File: config.mk
export PLATFORM = sky130hd
export DESIGN_NAME = spi_io_timing_adj
export DESIGN_NICKNAME = d
export VERILOG_FILES = /design/src/rtl/spi_iotadj_pkg.sv /design/src/rtl/spi_iotadj_dline.sv /design/src/rtl/spi_iotadj_cfg.sv /design/src/rtl/spi_iotadj_capture.sv /design/src/rtl/spi_io_timing_adj.sv
export SDC_FILE = /design/constraint.sdc
export NUM_CORES = 1
export LEC_CHECK = 0
export BUFFER_PORTS_ARGS = -buffer_cell sky130_fd_sc_hd__buf_2
export CORE_MARGIN = 3
export CORE_UTILIZATION = 39
export DETAILED_ROUTE_END_ITERATION = 8
export PLACE_DENSITY = 0.75
export SLEW_MARGIN = 40
export SYNTH_ARGS = -nofsm -noshare
export SYNTH_HDL_FRONTEND = slang
export SYNTH_SLANG_ARGS = --single-unit
File: constraint.sdc
create_clock -name clk -period 1.3 [get_ports clk]
set_input_delay 0.065 -clock clk [delete_from_list [all_inputs] [get_ports clk]]
set_output_delay 0.065 -clock clk [all_outputs]
set_load 0.005 [all_outputs]
File: src/rtl/spi_iotadj_pkg.sv
package spi_iotadj_pkg;
  // Control-word geometry; positions are decoded by the register neighbour.
  localparam int CFG_W       = 32;
  localparam int DLY_W       = 2;
  localparam int OUT_DLY_LSB = 16;
  localparam int IN_DLY_LSB  = 18;
  localparam int CAP_LSB     = 20;

  // Capture offset relative to the nominal sampling pulse.
  typedef enum logic [DLY_W-1:0] {
    CAP_EARLY2  = 2'd0,
    CAP_EARLY1  = 2'd1,
    CAP_NOMINAL = 2'd2,
    CAP_LATE1   = 2'd3
  } cap_code_e;
endpackage

File: src/rtl/spi_iotadj_dline.sv
// Tapped delay line: dout equals din delayed by sel cycles (0 = combinational).
module spi_iotadj_dline #(
  parameter int SEL_W = 2
) (
  input  logic             clk,
  input  logic             rst_n,
  input  logic             din,
  input  logic [SEL_W-1:0] sel,
  output logic             dout
);
  localparam int DEPTH = (1 << SEL_W) - 1;

  logic [DEPTH:0] taps;
  assign taps[0] = din;

  for (genvar k = 1; k <= DEPTH; k++) begin : g_stage
    always_ff @(posedge clk or negedge rst_n) begin
      if (!rst_n) taps[k] <= 1'b0;
      else        taps[k] <= taps[k-1];
    end
  end

  assign dout = taps[sel];
endmodule

File: src/rtl/spi_iotadj_cfg.sv
// Holds the three timing fields; writes are accepted only outside a burst.
module spi_iotadj_cfg
  import spi_iotadj_pkg::*;
#(
  parameter int W       = CFG_W,
  parameter int FW      = DLY_W,
  parameter int OUT_LSB = OUT_DLY_LSB,
  parameter int IN_LSB  = IN_DLY_LSB,
  parameter int CP_LSB  = CAP_LSB
) (
  input  logic          clk,
  input  logic          rst_n,
  input  logic          we,
  input  logic          busy,
  input  logic [W-1:0]  wdata,
  output logic [FW-1:0] out_dly,
  output logic [FW-1:0] in_dly,
  output cap_code_e     cap_sel
);
  localparam logic [W-1:0] FMASK    = W'((1 << FW) - 1);
  localparam logic [W-1:0] USED_MSK = (FMASK << OUT_LSB) | (FMASK << IN_LSB) | (FMASK << CP_LSB);

  logic accept;
  logic wdata_unused;

  assign accept       = we && !busy;
  assign wdata_unused = ^(wdata & ~USED_MSK);

  always_ff @(posedge clk or negedge rst_n) begin
    if (!rst_n) begin
      out_dly <= '0;
      in_dly  <= '0;
      cap_sel <= CAP_EARLY2;
    end else if (accept) begin
      out_dly <= wdata[OUT_LSB +: FW];
      in_dly  <= wdata[IN_LSB +: FW];
      cap_sel <= cap_code_e'(wdata[CP_LSB +: FW]);
    end
  end
endmodule

File: src/rtl/spi_iotadj_capture.sv
// Capture stage: history of the delayed incoming line, tap chosen one cycle
// after the nominal pulse, result registered two cycles after the pulse.
module spi_iotadj_capture
  import spi_iotadj_pkg::*;
#(
  parameter int SEL_W = DLY_W
) (
  input  logic      clk,
  input  logic      rst_n,
  input  logic      line,
  input  logic      strobe,
  input  cap_code_e cap_sel,
  output logic      valid,
  output logic      bit_out
);
  // Tap 0 is the line one cycle after the pulse (late); each deeper tap is
  // one cycle older, so the deepest tap is two cycles before the pulse.
  localparam int HIST_DEPTH = (1 << SEL_W) - 1;

  logic [SEL_W-1:0] tap_sel;
  logic             tap_bit;
  logic             strobe_q;

  assign tap_sel = SEL_W'(HIST_DEPTH) - SEL_W'(cap_sel);

  spi_iotadj_dline #(.SEL_W(SEL_W)) hist_i (
    .clk  (clk),
    .rst_n(rst_n),
    .din  (line),
    .sel  (tap_sel),
    .dout (tap_bit)
  );

  always_ff @(posedge clk or negedge rst_n) begin
    if (!rst_n) begin
      strobe_q <= 1'b0;
      valid    <= 1'b0;
      bit_out  <= 1'b0;
    end else begin
      strobe_q <= strobe;
      valid    <= strobe_q;
      if (strobe_q) bit_out <= tap_bit;
    end
  end
endmodule

File: src/rtl/spi_io_timing_adj.sv
module spi_io_timing_adj
  import spi_iotadj_pkg::*;
#(
  parameter int W  = CFG_W,
  parameter int FW = DLY_W
) (
  input  logic         clk,
  input  logic         rst_n,
  input  logic         burst_active,
  input  logic         cfg_we,
  input  logic [W-1:0] cfg_wdata,
  input  logic         mosi_core,
  output logic         mosi_pad,
  input  logic         miso_pad,
  input  logic         sample_strobe,
  output logic         cap_valid,
  output logic         cap_bit
);
  logic [FW-1:0] cfg_out_dly;
  logic [FW-1:0] cfg_in_dly;
  cap_code_e     cfg_cap_sel;
  logic          miso_dly;

  spi_iotadj_cfg #(
    .W(W), .FW(FW),
    .OUT_LSB(OUT_DLY_LSB), .IN_LSB(IN_DLY_LSB), .CP_LSB(CAP_LSB)
  ) cfg_i (
    .clk    (clk),
    .rst_n  (rst_n),
    .we     (cfg_we),
    .busy   (burst_active),
    .wdata  (cfg_wdata),
    .out_dly(cfg_out_dly),
    .in_dly (cfg_in_dly),
    .cap_sel(cfg_cap_sel)
  );

  spi_iotadj_dline #(.SEL_W(FW)) out_dl_i (
    .clk  (clk),
    .rst_n(rst_n),
    .din  (mosi_core),
    .sel  (cfg_out_dly),
    .dout (mosi_pad)
  );

  spi_iotadj_dline #(.SEL_W(FW)) in_dl_i (
    .clk  (clk),
    .rst_n(rst_n),
    .din  (miso_pad),
    .sel  (cfg_in_dly),
    .dout (miso_dly)
  );

  spi_iotadj_capture #(.SEL_W(FW)) cap_i (
    .clk    (clk),
    .rst_n  (rst_n),
    .line   (miso_dly),
    .strobe (sample_strobe),
    .cap_sel(cfg_cap_sel),
    .valid  (cap_valid),
    .bit_out(cap_bit)
  );
endmodule

==> results.txt <==
The flow ran to the end, but the final reports show violations. The final reports fail on setup timing. The DRC violation count after routing came out at 0. The floorplan has 14 rows. The clock tree root driver cell is sky130_fd_sc_hd__clkbuf_4. The transition at the pin with the smallest max-transition slack came out at 0.378 ns. The total nets after synthesis came out at 78. The headroom to the max-slew limit is 0.748.

The worst hold path belongs to the class in -> reg. The commonest cells after synthesis are 18 x sky130_fd_sc_hd__dfrtp_1, 7 x sky130_fd_sc_hd__mux2_2, 2 x sky130_fd_sc_hd__nor2b_1. The share of final-layout standard cells stronger than drive strength 1 is 0.446. The flip-flop and latch count after synthesis is 18. Walking the worst path, the cells encountered are mux4_2 > buf_2. In this run the static leakage power is 0.390 nW. At the worst endpoint, the required time is 1.24 ns. The max-slew violation count is 0.

The number of detailed-route iterations in the first pass is 2. The synthesized-area fraction occupied by adder cells is 0. The synthesized area per cell is 16.4 um^2. The multi-input logic area is 193 um^2.

In the post-synthesis netlist, the cell with the most instances is sky130_fd_sc_hd__dfrtp_1. For this design the top-level I/O count stands at 42. After synthesis, the share of cell area in mux cells is 0.174.

The fill cell instance count of the final layout is 126. The maximum operating frequency is 0.734 GHz. The number of maximum-capacitance constraint violations is 0. The share of synthesized area occupied by flip-flops and latches is 0.703. Clock latency on the worst-skew pair, taken at its later pin, is 0.28 ns. The CTS sink count is 18. The maximum resistive drop on vdd came out at 0.000892 V.

In this run, synthesis inferred 0 flip-flops with an integrated enable. The routed length per placed instance came out at 14.0 um. The compound-cell area share of the yosys netlist was 0.0469.

Sorting the synthesized cells by area gives the leading types as sky130_fd_sc_hd__dfrtp_1 70%, sky130_fd_sc_hd__mux2_2 12%, sky130_fd_sc_hd__mux4_2 3.5%. The detailed-placement wirelength estimate is 792 um. The final setup slack of the worst path is -0.0628 ns. After synthesis, the largest family of logic cells by area is multiplexers.

TritonCTS built the clock tree. Buffers added to address setup during post-CTS repair amount to 0. TritonCTS created 3 clock buffers.

Setup repair after global routing could not meet its margin everywhere. The overall routed net length is 1.13 mm. The worst setup path is launched from a register. The remaining number of nets flagged by the antenna check after routing came out at 0.

The arrival time reported for the critical path endpoint is 1.30 ns. The share of async-settable or async-resettable flops after synthesis came out at 1.00. The maximum fanout along the worst path is 2. The number of unique standard cell types used by synthesis is 15. The number of DRC markers after the initial detailed-route iteration came out at 1. STA classifies the critical path endpoint as an output pin. The core box area came out at 0.00152 mm^2. The share of the clock period used by the worst path came out at 1.05. The warning count from the yosys run came out at 0. The number of antenna repair diodes came out at 0. The via count of the first global-routing pass is 418. In the synthesized netlist the dominant register cell turns out to be sky130_fd_sc_hd__dfrtp_1.

The full die area came out at 0.00217 mm^2. The overall die height is 46.5 um. The final worst clock skew is 0.00673 ns. The shortest period the worst path allows is 1.36 ns. The share of the synthesized area in the top cell type is 0.703. On the critical path, the stage with the largest delay is an instance of sky130_fd_sc_hd__mux4_2. The number of H-tree levels came out at 1.

The final hold violation count came out at 0. For this run, the slowest stage of the critical path takes 0.50 ns. The biggest area consumer among synthesized cells is sky130_fd_sc_hd__dfrtp_1. The wire length of the first global-routing pass came out at 1.75 mm. The xor and xnor fraction of the mapped netlist area is 0. The number of standard cells after synthesis is 39.

The via-per-instance ratio is 4.96. The synthesized-area fraction occupied by and/or/nand/nor cells is 0.0625. The worst setup path is of the reg -> out kind. Clock-pin slew was measured on the worst setup and hold paths at 0.09 ns. The placement-stage worst setup slack is 0.0713 ns. The buffer depth of the longest clock path is 2. The width of the die is 46.5 um.

The initial antenna violation count is 0. Relative to the synthesized area, the layout overhead comes to 33.0%. The total power came out at 1.10 mW. The total power divided by cell area is 1290 mW/mm^2.

In the final layout, flip-flops and latches occupy 450 um^2. The initial utilization of the core area, before any placement, comes to 0.420. The total overflow reported by the global router came out at 0. The final net count came out at 106. Summing every instance area after synthesis gives 641 um^2. Setup violations remaining at the end of the flow were counted as 1.

The total routing resource utilization after global routing came out at 0.124. Entering global routing, the biggest net connects 19 pins. The via total after detailed routing came out at 402. The count of buffers added on input and output ports is 15. The routability congestion estimate came out at 0.717.
stage by stage:
stage                     area (um^2)  TNS (ns)  std cells  hold WS, ns  utilization
after floorplan                   641         0         39       -0.231            -
after global placement            738         0         70      0.00574        0.484
after detailed placement          738         0         70      0.00980        0.484
after CTS                         831   -0.0841         80      0.00327        0.545
after global routing              852    -0.132         81      0.00858        0.559
final                             852   -0.0628         81       0.0145        0.559
final cells by class:
| type | count | share of cell area |
|---|---|---|
| Clock buffer | 3 | 0.0264 |
| Timing Repair Buffer | 24 | 0.191 |
| Multi-Input combinational cell | 19 | 0.226 |
| Tap cell | 16 | 0.0235 |
| Sequential cell | 18 | 0.529 |
| Inverter | 1 | 0.00441 |
layer usage:
metal / track usage / part of all wire
met1: 0.136 / 0.43
met2: 0.212 / 0.52
met3: 0.0586 / 0.052
met4: 0.0341 / 0
met5: 0 / 0
worst max-delay path, delay by kind of cell, from the launching register on:
family,cells,cell delay [ns]
flops,1,0.38
mux,1,0.50
buf+inv,1,0.15
state kept, by name, summed over array words and instances, names as in the netlist:
register / count
cap_i.bit_out: 1
cfg_i.in_dly: 2
cfg_i.out_dly: 2
cap_i.strobe_q: 1
cap_i.hist_i.taps: 3
out_dl_i.taps: 3
cap_i.valid: 1
cfg_i.cap_sel: 2
in_dl_i.taps: 3
logic make-up (layout without fill, tap and decap cells):
family | after synthesis | in the layout
buffers and inverters | 2 | 28
AND/OR/NAND/NOR | 6 | 6
multiplexers | 9 | 9
AO/OA/AOI/OAI | 4 | 4
flip-flops | 18 | 18
layout by cell type (no fill, tap or decap), types with 2 or more instances in the layout:
master / instances
sky130_fd_sc_hd__dlygate4sd3_1: 8
sky130_fd_sc_hd__buf_2: 15
sky130_fd_sc_hd__mux2_2: 6
sky130_fd_sc_hd__nor2b_1: 2
sky130_fd_sc_hd__clkbuf_4: 3
sky130_fd_sc_hd__dfrtp_1: 18
report_power, final:
part           switching (mW)  leakage [nW]  internal, mW
Sequential             0.0500         0.210         0.626
Combinational          0.0596         0.167         0.106
Clock                   0.151        0.0138         0.107
what timing repair did:
item | in CTS | in global routing
pin swaps | 0 | 0
gates resized for setup | 0 | 2
setup endpoints to repair | 1 | 2
endpoints found under the hold margin | 24 | 1
hold buffers | 7 | 1
final timing paths:
check	start	to	slack [ns]	depth (start not counted)
worst max-delay path	cfg_i.out_dly[0]	mosi_pad	-0.06	2
worst min-delay path	cfg_wdata[20]	cfg_i.cap_sel[0]	0.01	2
worst max register to register	cfg_i.in_dly[1]	cap_i.bit_out	0.10	3
worst min register to register	cap_i.hist_i.taps[1]	cap_i.hist_i.taps[2]	0.39	0
max in group asynchronous	rst_n	cfg_i.out_dly[0]	0.81	2
min in group asynchronous	rst_n	cap_i.valid	0.22	2
(Power assumes the default switching activity.)
